[config.mk]
export PLATFORM = sky130hd
export DESIGN_NAME = txdma_engine
export DESIGN_NICKNAME = d
export VERILOG_FILES = /design/src/rtl/txdma_pkg.sv /design/src/rtl/txdma_ctrl.sv /design/src/rtl/txdma_dpath.sv /design/src/rtl/txdma_engine.sv
export SDC_FILE = /design/constraint.sdc
export NUM_CORES = 1
export LEC_CHECK = 0
export CAP_MARGIN = 0
export CORE_MARGIN = 4
export CORE_UTILIZATION = 50
export CTS_CLUSTER_DIAMETER = 120
export CTS_CLUSTER_SIZE = 20
export DETAILED_ROUTE_END_ITERATION = 10
export PLACE_DENSITY_LB_ADDON = 0.25
export REMOVE_ABC_BUFFERS = 1
export SETUP_SLACK_MARGIN = 0.05
export SKIP_LAST_GASP = 1
export SYNTH_ARGS = -nofsm -noshare
export SYNTH_HDL_FRONTEND = slang
export SYNTH_HIERARCHICAL = 1
export SYNTH_SLANG_ARGS = --single-unit
[constraint.sdc]
create_clock -name clk -period 4.1 [get_ports clk]
set_input_delay 0.615 -clock clk [delete_from_list [all_inputs] [get_ports clk]]
set_output_delay 0.615 -clock clk [all_outputs]
set_load 0.02 [all_outputs]
[src/rtl/txdma_pkg.sv]
package txdma_pkg;
  // control -> datapath strobes
  typedef struct packed {
    logic popTake;
    logic descRd;
    logic descCap;
    logic chainNext;
    logic chainErr;
    logic blkLoad;
    logic beatRd;
    logic beatCap;
    logic beatAdv;
    logic finish;
  } ctlStrobe_t;

  // datapath -> control status
  typedef struct packed {
    logic pktZero;
    logic bufZero;
    logic nextZero;
    logic idxLast;
    logic blkLast;
    logic lastBeat;
  } dpStat_t;
endpackage

[src/rtl/txdma_ctrl.sv]
module txdma_ctrl
  import txdma_pkg::*;
(
  input  logic       clk,
  input  logic       rstN,
  input  logic       qPendingI,
  input  logic       tReadyI,
  input  dpStat_t    stat,
  output ctlStrobe_t st,
  output logic       popO,
  output logic       memRdO,
  output logic       tValidO,
  output logic       pushO
);
  typedef enum logic [3:0] {
    S_IDLE, S_POP, S_DRD, S_DCAP, S_CHK, S_BRD, S_BCAP, S_BOUT, S_DONE
  } state_t;

  state_t state, nextState;

  always_ff @(posedge clk or negedge rstN) begin
    if (!rstN) state <= S_IDLE;
    else       state <= nextState;
  end

  always_comb begin
    st = '0;
    nextState = state;
    unique case (state)
      S_IDLE: if (qPendingI) nextState = S_POP;
      S_POP: begin
        st.popTake = 1'b1;
        nextState = S_DRD;
      end
      S_DRD: begin
        st.descRd = 1'b1;
        nextState = S_DCAP;
      end
      S_DCAP: begin
        st.descCap = 1'b1;
        nextState = stat.idxLast ? S_CHK : S_DRD;
      end
      S_CHK: begin
        if (stat.pktZero) begin
          nextState = S_DONE;
        end else if (stat.bufZero) begin
          if (stat.nextZero) begin
            st.chainErr = 1'b1;
            nextState = S_DONE;
          end else begin
            st.chainNext = 1'b1;
            nextState = S_DRD;
          end
        end else begin
          st.blkLoad = 1'b1;
          nextState = S_BRD;
        end
      end
      S_BRD: begin
        st.beatRd = 1'b1;
        nextState = S_BCAP;
      end
      S_BCAP: begin
        st.beatCap = 1'b1;
        nextState = S_BOUT;
      end
      S_BOUT: begin
        if (tReadyI) begin
          st.beatAdv = 1'b1;
          nextState = stat.blkLast ? S_CHK : S_BRD;
        end
      end
      S_DONE: begin
        st.finish = 1'b1;
        nextState = S_IDLE;
      end
      default: nextState = S_IDLE;
    endcase
  end

  assign popO    = st.popTake;
  assign memRdO  = st.descRd | st.beatRd;
  assign tValidO = (state == S_BOUT);
  assign pushO   = st.finish;

  // a pop is only issued against a non-empty queue
  a_r1_pop_needs_pending: assert property (@(posedge clk) disable iff (!rstN)
    popO |-> qPendingI);
  // no memory traffic while a beat is on the stream
  a_r10_no_read_when_valid: assert property (@(posedge clk) disable iff (!rstN)
    tValidO |-> !memRdO);
  // one push per packet
  a_r8_single_push: assert property (@(posedge clk) disable iff (!rstN)
    pushO |=> !pushO);
endmodule

[src/rtl/txdma_dpath.sv]
module txdma_dpath
  import txdma_pkg::*;
#(
  parameter int AW    = 16,
  parameter int DW    = 32,
  parameter int QW    = 16,
  parameter int LW    = 16,
  parameter int BLOCK = 4
) (
  input  logic          clk,
  input  logic          rstN,
  input  ctlStrobe_t    st,
  input  logic [AW-1:0] popPtrI,
  input  logic [DW-1:0] memDataI,
  output logic [AW-1:0] memAddrO,
  output logic [DW-1:0] tDataO,
  output logic [AW-1:0] pushPtrO,
  output logic [QW-1:0] pushQueueO,
  output logic          errFlagO,
  output dpStat_t       stat
);
  localparam int HALF = DW / 2;
  localparam logic [LW-1:0] BLK_L = LW'(BLOCK);

  logic [AW-1:0] headPtr, curPtr, bufAddr, nextPtr;
  logic [1:0]    idx;
  logic          first;
  logic [LW-1:0] pktLeft, bufLeft, blkCnt;
  logic [QW-1:0] retQ;
  logic [DW-1:0] outData;
  logic          errFlag;
  logic [LW-1:0] lenMin, blkLen;

  always_comb begin
    lenMin = (bufLeft < pktLeft) ? bufLeft : pktLeft;
    blkLen = (lenMin < BLK_L) ? lenMin : BLK_L;
  end

  always_ff @(posedge clk or negedge rstN) begin
    if (!rstN) begin
      headPtr <= '0; curPtr <= '0; bufAddr <= '0; nextPtr <= '0;
      idx <= '0; first <= 1'b0; pktLeft <= '0; bufLeft <= '0;
      blkCnt <= '0; retQ <= '0; outData <= '0; errFlag <= 1'b0;
    end else begin
      if (st.popTake) begin
        headPtr <= popPtrI;
        curPtr  <= popPtrI;
        idx     <= 2'd0;
        first   <= 1'b1;
        errFlag <= 1'b0;
      end
      if (st.descCap) begin
        idx <= idx + 2'd1;
        case (idx)
          2'd0: pktLeft <= memDataI[LW-1:0];
          2'd1: bufAddr <= memDataI[AW-1:0];
          2'd2: bufLeft <= memDataI[LW-1:0];
          default: begin
            nextPtr <= memDataI[AW-1:0];
            if (first) retQ <= memDataI[HALF +: QW];
          end
        endcase
      end
      if (st.chainNext) begin
        curPtr <= nextPtr;
        idx    <= 2'd1;
        first  <= 1'b0;
      end
      if (st.chainErr) errFlag <= 1'b1;
      if (st.blkLoad)  blkCnt  <= blkLen;
      if (st.beatCap)  outData <= memDataI;
      if (st.beatAdv) begin
        bufAddr <= bufAddr + AW'(1);
        bufLeft <= bufLeft - LW'(1);
        pktLeft <= pktLeft - LW'(1);
        blkCnt  <= blkCnt - LW'(1);
      end
    end
  end

  assign memAddrO   = st.descRd ? (curPtr + AW'(idx)) : bufAddr;
  assign tDataO     = outData;
  assign pushPtrO   = headPtr;
  assign pushQueueO = retQ;
  assign errFlagO   = errFlag;

  assign stat.pktZero  = (pktLeft == '0);
  assign stat.bufZero  = (bufLeft == '0);
  assign stat.nextZero = (nextPtr == '0);
  assign stat.idxLast  = (idx == 2'd3);
  assign stat.blkLast  = (blkCnt == LW'(1));
  assign stat.lastBeat = (pktLeft == LW'(1));

  // a beat never advances past the packet, the buffer or the block
  a_r6_no_underflow: assert property (@(posedge clk) disable iff (!rstN)
    st.beatAdv |-> (pktLeft != '0 && bufLeft != '0 && blkCnt != '0));
  // a block never exceeds the configured block size
  a_r4_block_bound: assert property (@(posedge clk) disable iff (!rstN)
    st.blkLoad |=> (blkCnt <= BLK_L && blkCnt != '0));
endmodule

[src/rtl/txdma_engine.sv]
module txdma_engine
  import txdma_pkg::*;
#(
  parameter int AW    = 16,
  parameter int DW    = 32,
  parameter int QW    = 16,
  parameter int LW    = 16,
  parameter int BLOCK = 4
) (
  input  logic          clk,
  input  logic          rstN,
  input  logic          qPendingI,
  output logic          popO,
  input  logic [AW-1:0] popPtrI,
  output logic          memRdO,
  output logic [AW-1:0] memAddrO,
  input  logic [DW-1:0] memDataI,
  output logic          tValidO,
  input  logic          tReadyI,
  output logic [DW-1:0] tDataO,
  output logic          tLastO,
  output logic          pushO,
  output logic [AW-1:0] pushPtrO,
  output logic [QW-1:0] pushQueueO,
  output logic          errO
);
  ctlStrobe_t st;
  dpStat_t    stat;
  logic       errFlag;

  txdma_ctrl u_ctrl (
    .clk(clk), .rstN(rstN), .qPendingI(qPendingI), .tReadyI(tReadyI),
    .stat(stat), .st(st), .popO(popO), .memRdO(memRdO),
    .tValidO(tValidO), .pushO(pushO)
  );

  txdma_dpath #(.AW(AW), .DW(DW), .QW(QW), .LW(LW), .BLOCK(BLOCK)) u_dpath (
    .clk(clk), .rstN(rstN), .st(st), .popPtrI(popPtrI), .memDataI(memDataI),
    .memAddrO(memAddrO), .tDataO(tDataO), .pushPtrO(pushPtrO),
    .pushQueueO(pushQueueO), .errFlagO(errFlag), .stat(stat)
  );

  assign tLastO = tValidO & stat.lastBeat;
  assign errO   = pushO & errFlag;

  // a stalled beat is held unchanged
  a_r10_hold_beat: assert property (@(posedge clk) disable iff (!rstN)
    (tValidO && !tReadyI) |=> (tValidO && $stable(tDataO) && $stable(tLastO)));
  // the last beat closes the packet stream
  a_r7_last_ends_packet: assert property (@(posedge clk) disable iff (!rstN)
    (tValidO && tReadyI && tLastO) |=> !tValidO);
endmodule

* After elaboration in Yosys (flattened, before gate mapping) *
Cells that the tools add are included.

storage, ports and cells
  bits in registers = 168
  input bits = 52
  word-level logic and storage cells = 105

cells by class
  $add $sub $neg = 6
  magnitude comparators = 2
  eq/ne operators = 15
  mux-type cells = 45
  bitwise logic cells = 4
  reduce and logical (&&, ||, !) cells = 20

operator list
  operator               count
  $mux 16                16
  $logic_not 16->1       3
  $sub 16x1->16 const B  3
  $eq 16x1->1 const B    2
  $pmux 4 s8             1
  $mux 4                 5
  $add 16x1->16 const B  1
  $add 16x2->16          1
  $eq 4x3->1 const B     4
  $lt 16x16->1           1
  $lt 16x3->1 const B    1
  $mux 1                 16
  $reduce_bool 2->1      7
  $reduce_and 2->1       5
  $mux 3                 3
  $eq 4x2->1 const B     2
  $mux 2                 4
  $eq 2x2->1 const B     2
  $eq 4x1->1 const B     1
  $eq 4x4->1 const B     1
  $logic_not 4->1        1
  $reduce_and 3->1       1
  $reduce_bool 3->1      1
  $reduce_or 3->1        1
  other kinds (8)        9

* Longest topological paths before layout *
  depth after elaboration = 7
  mapped depth = 12
  mapped depth without buffers = 11

* Modules after synthesis *
The synthesis kept the hierarchy.

by module, submodules not included
  module        times used  cells an instance  area each (µm²)
  txdma_dpath   1           852                8848.5
  txdma_ctrl    1           48                 410.4
  txdma_engine  1           2                  12.5

* Worst setup path after synthesis *
OpenSTA, ideal clock, no wires.

  path type = reg2reg
  start = reg u_dpath.bufLeft[0]
  end = reg u_dpath.curPtr[14]
  setup time = 0.136 ns
  data arrival time = 2.459 ns
  required time = 3.964 ns
  slack = 1.504 ns
  cell stages (with the launch flop) = 11
  clock period less this slack = 2.596 ns
  path through = dfrtp_1 inv_1 ha_1 or4b_4 buf_6 nor3_2 and2_1 nor4b_4 clkbuf_1 clkbuf_1 o21ai_0

RTL lines
  what                    line               RTL
  from (decl)             txdma_dpath.sv:28  logic [LW-1:0] pktLeft, bufLeft, blkCnt;
  from (signal assigned)  txdma_dpath.sv:57  2'd2: bufLeft <= memDataI[LW-1:0];
  from (signal assigned)  txdma_dpath.sv:74  bufLeft <= bufLeft - LW'(1);
  to (signal assigned)    txdma_dpath.sv:47  curPtr <= popPtrI;
  to (signal assigned)    txdma_dpath.sv:65  curPtr <= nextPtr;
  to (decl)               txdma_dpath.sv:25  logic [AW-1:0] headPtr, curPtr, bufAddr, nextPtr;

* Final worst setup path *
  start = reg u_dpath.idx[0]
  end = out memAddrO[14]

on the way
  cells in the longest elaborated chain, start to end = 2

RTL lines
  what                    line                RTL
  from (decl)             txdma_dpath.sv:26   logic [1:0] idx;
  from (signal assigned)  txdma_dpath.sv:53   idx <= idx + 2'd1;
  $add 16x2->16           txdma_dpath.sv:81   assign memAddrO = st.descRd ? (curPtr + AW'(idx)) : bufAddr;
  $mux 16                 txdma_dpath.sv:81
  to (decl)               txdma_engine.sv:16  output logic [AW-1:0] memAddrO,

No other way between the ends.

==> flow_summary.json <==
{
  "status": "finished clean",
  "p_leak_nw": 4.71,
  "place_congestion": 0.885,
  "drc": 0,
  "antenna_found_initial": 0,
  "setup_violations": 0,
  "synthesis.area_sq_um": 9260,
  "fin_cells": 1253,
  "setup_tns_ns": 0,
  "arrival_ns": 3.09,
  "clkLatencyLatePin_ns": 0.42,
  "detail-route-antenna-nets": 0,
  "critPathCaptureType": "output port",
  "power_frac_clock_pct": 16.8,
  "cellPowerDensity_nw_per_um2": 837,
  "critPathSlowestCell": "clkdlybuf4s50_1",
  "syn-instance-count": 900,
  "clockBufferDepth": 2,
  "syn_avg_cell_area_sq_um": 10.3,
  "placed_cells": 1221,
  "grt_overflow_total": 0,
  "critical_path_buf_inv_count": 2,
  "seq_power_share_pct": 35.0,
  "rows": 49,
  "cts_hold_buffers": 0,
  "startpoint_type": "flip-flop",
  "worst_ir_drop_vdd_mv": 0.510,
  "die-height_um": 144,
  "finalHoldViolations": 0,
  "cts_tree": "built",
  "grt_pass1_vias": 7227,
  "grt_max_degree": 76,
  "hold_path.class": "in -> async",
  "period_share_pct": 90.3,
  "pwr-share-comb_pct": 48.1,
  "rsz0062_at_grt": "false",
  "place_hpwl_um": 16500,
  "grtUsageTotal_pct": 23.1,
  "power.internal_mw": 5.56,
  "timing.final.crit_period_ns": 3.70,
  "routed_wl_um": 23500,
  "yosysWarningCount": 6,
  "required_ns": 3.48,
  "io_buffer_count": 137,
  "cts_buffers": 17,
  "holdWs_ns": 0.169,
  "io_pins": 138,
  "die_area_sq_um": 20800,
  "timing.fmax_ghz": 0.270,
  "clock_skew_ns": 0.0108,
  "drive_above_1_share_pct": 14.7,
  "slew_violations": 0,
  "cts_setup_buffers": 0,
  "nets": 1092,
  "crit_family": "simple AND/OR/NAND/NOR gates",
  "crit_type": "reg -> out",
  "cp_cell_sequence": "ha_1, inv_1, fa_1, nand2b_1, nor4_1, xnor2_1, a21oi_1, clkdlybuf4s50_1",
  "drtIter0Drc": 506,
  "num_vias": 7344,
  "grt_pass1_wl_um": 38100,
  "swShare_pct": 41.5,
  "wl_per_cell_um": 18.8,
  "path_clk_slew_ns": 0.07,
  "critical_path.max_fanout": 5,
  "htreeDepth": 4,
  "tightest_slew_ns": 1.04,
  "fillers": 1468,
  "die_x_um": 144,
  "dr.pass1.iters": 5,
  "slowest_delay_ns": 0.62,
  "core_area_sq_um": 18100,
  "cts-resized-gates": 0,
  "power.switching_mw": 3.95,
  "diodes": 0,
  "vias_per_cell": 5.86,
  "syn2layout_area_growth_pct": 22.7,
  "initial_core_util_pct": 51.2,
  "slew_headroom_pct": 30.8,
  "cts.sinks": 168,
  "root_buffer": "clkbuf_16",
  "cap_violations": 0
}
[layer usage]
| metal | part of all wire (%) | GRT usage, % | vias up |
|---|---|---|---|
| met5 | 0 | 0 | - |
| met4 | 1.2 | 6.34 | 0 |
| li1 | - | - | 3483 |
| met3 | 8.9 | 7.84 | 22 |
| met2 | 46 | 35.4 | 245 |
| met1 | 44 | 31.6 | 3594 |
[per-stage QoR]
stage	total power [mW]	area (sq um)	setup slack, ns	util (%)
after floorplan	6.11	9010	-0.365	-
after global placement	7.78	10800	0.913	59.6
after detailed placement	7.90	10800	0.824	59.6
after CTS	9.57	11400	0.377	62.8
after global routing	10.2	11400	0.135	62.8
final	9.51	11400	0.399	62.8
[power by group through the flow]
stage	combinational [mW]	clock (mW)	sequential, mW
global placement	4.49	0	3.30
finish	4.58	1.60	3.33
global route	5.04	1.71	3.45
detailed placement	4.56	0	3.34
CTS	4.60	1.64	3.32
floorplan	2.58	0	3.54
[registers in the layout, indices dropped and copies added (netlist names), 4 cells and up]
| signal | flops |
|---|---|
| u_dpath/tDataO | 32 |
| u_dpath/bufAddr | 16 |
| u_dpath/curPtr | 16 |
| u_ctrl/state | 4 |
| u_dpath/nextPtr | 16 |
| u_dpath/pushPtrO | 16 |
| u_dpath/pushQueueO | 16 |
| u_dpath/bufLeft | 16 |
| u_dpath/blkCnt | 16 |
| u_dpath/pktLeft | 16 |
[cell type report]
class,instances,area [sq um],area share [%]
Inverter,36,135,1.19
Timing Repair Buffer,146,1450,12.8
Clock inverter,14,160,1.41
Clock buffer,18,429,3.78
Sequential cell,168,4200,37.0
Tap cell,229,287,2.52
Multi-Input combinational cell,642,4700,41.3
[worst paths after layout]
check | start | to | slack, ns | depth (start not counted)
setup / recovery | u_dpath/idx[0] | memAddrO[14] | 0.40 | 8
hold / removal | rstN | u_dpath/blkCnt[13] | 0.17 | 1
setup reg to reg | u_dpath/pktLeft[4] | u_dpath/blkCnt[0] | 1.21 | 9
hold reg to reg | u_dpath/errFlagO | u_dpath/errFlagO | 0.50 | 1
max in group asynchronous | rstN | u_dpath/pktLeft[7] | 3.07 | 2
min in group clk | u_dpath/errFlagO | u_dpath/errFlagO | 0.50 | 1
[cell usage in the layout (no fill, tap or decap), drive strengths merged, types with 3 or more instances in the layout]
cell             n
a211oi          33
a21o             8
a21oi           61
a311oi           4
a31oi            5
and2             5
and3            32
buf             10
clkbuf          18
clkdlybuf4s50  136
clkinv           5
dfrtp          168
ha              28
inv             43
mux2            83
mux2i           25
nand2           49
nand2b          12
nand3           25
nand3b           3
nand4            9
nor2            54
nor3            33
nor3b            8
nor4            20
nor4b            4
o211ai           3
o21a             3
o21ai           41
o21bai           3
o22ai            3
o41ai            3
or2              3
or4              5
xnor2           37
xor2            15
No activity file was read; power rests on OpenSTA's default activity.
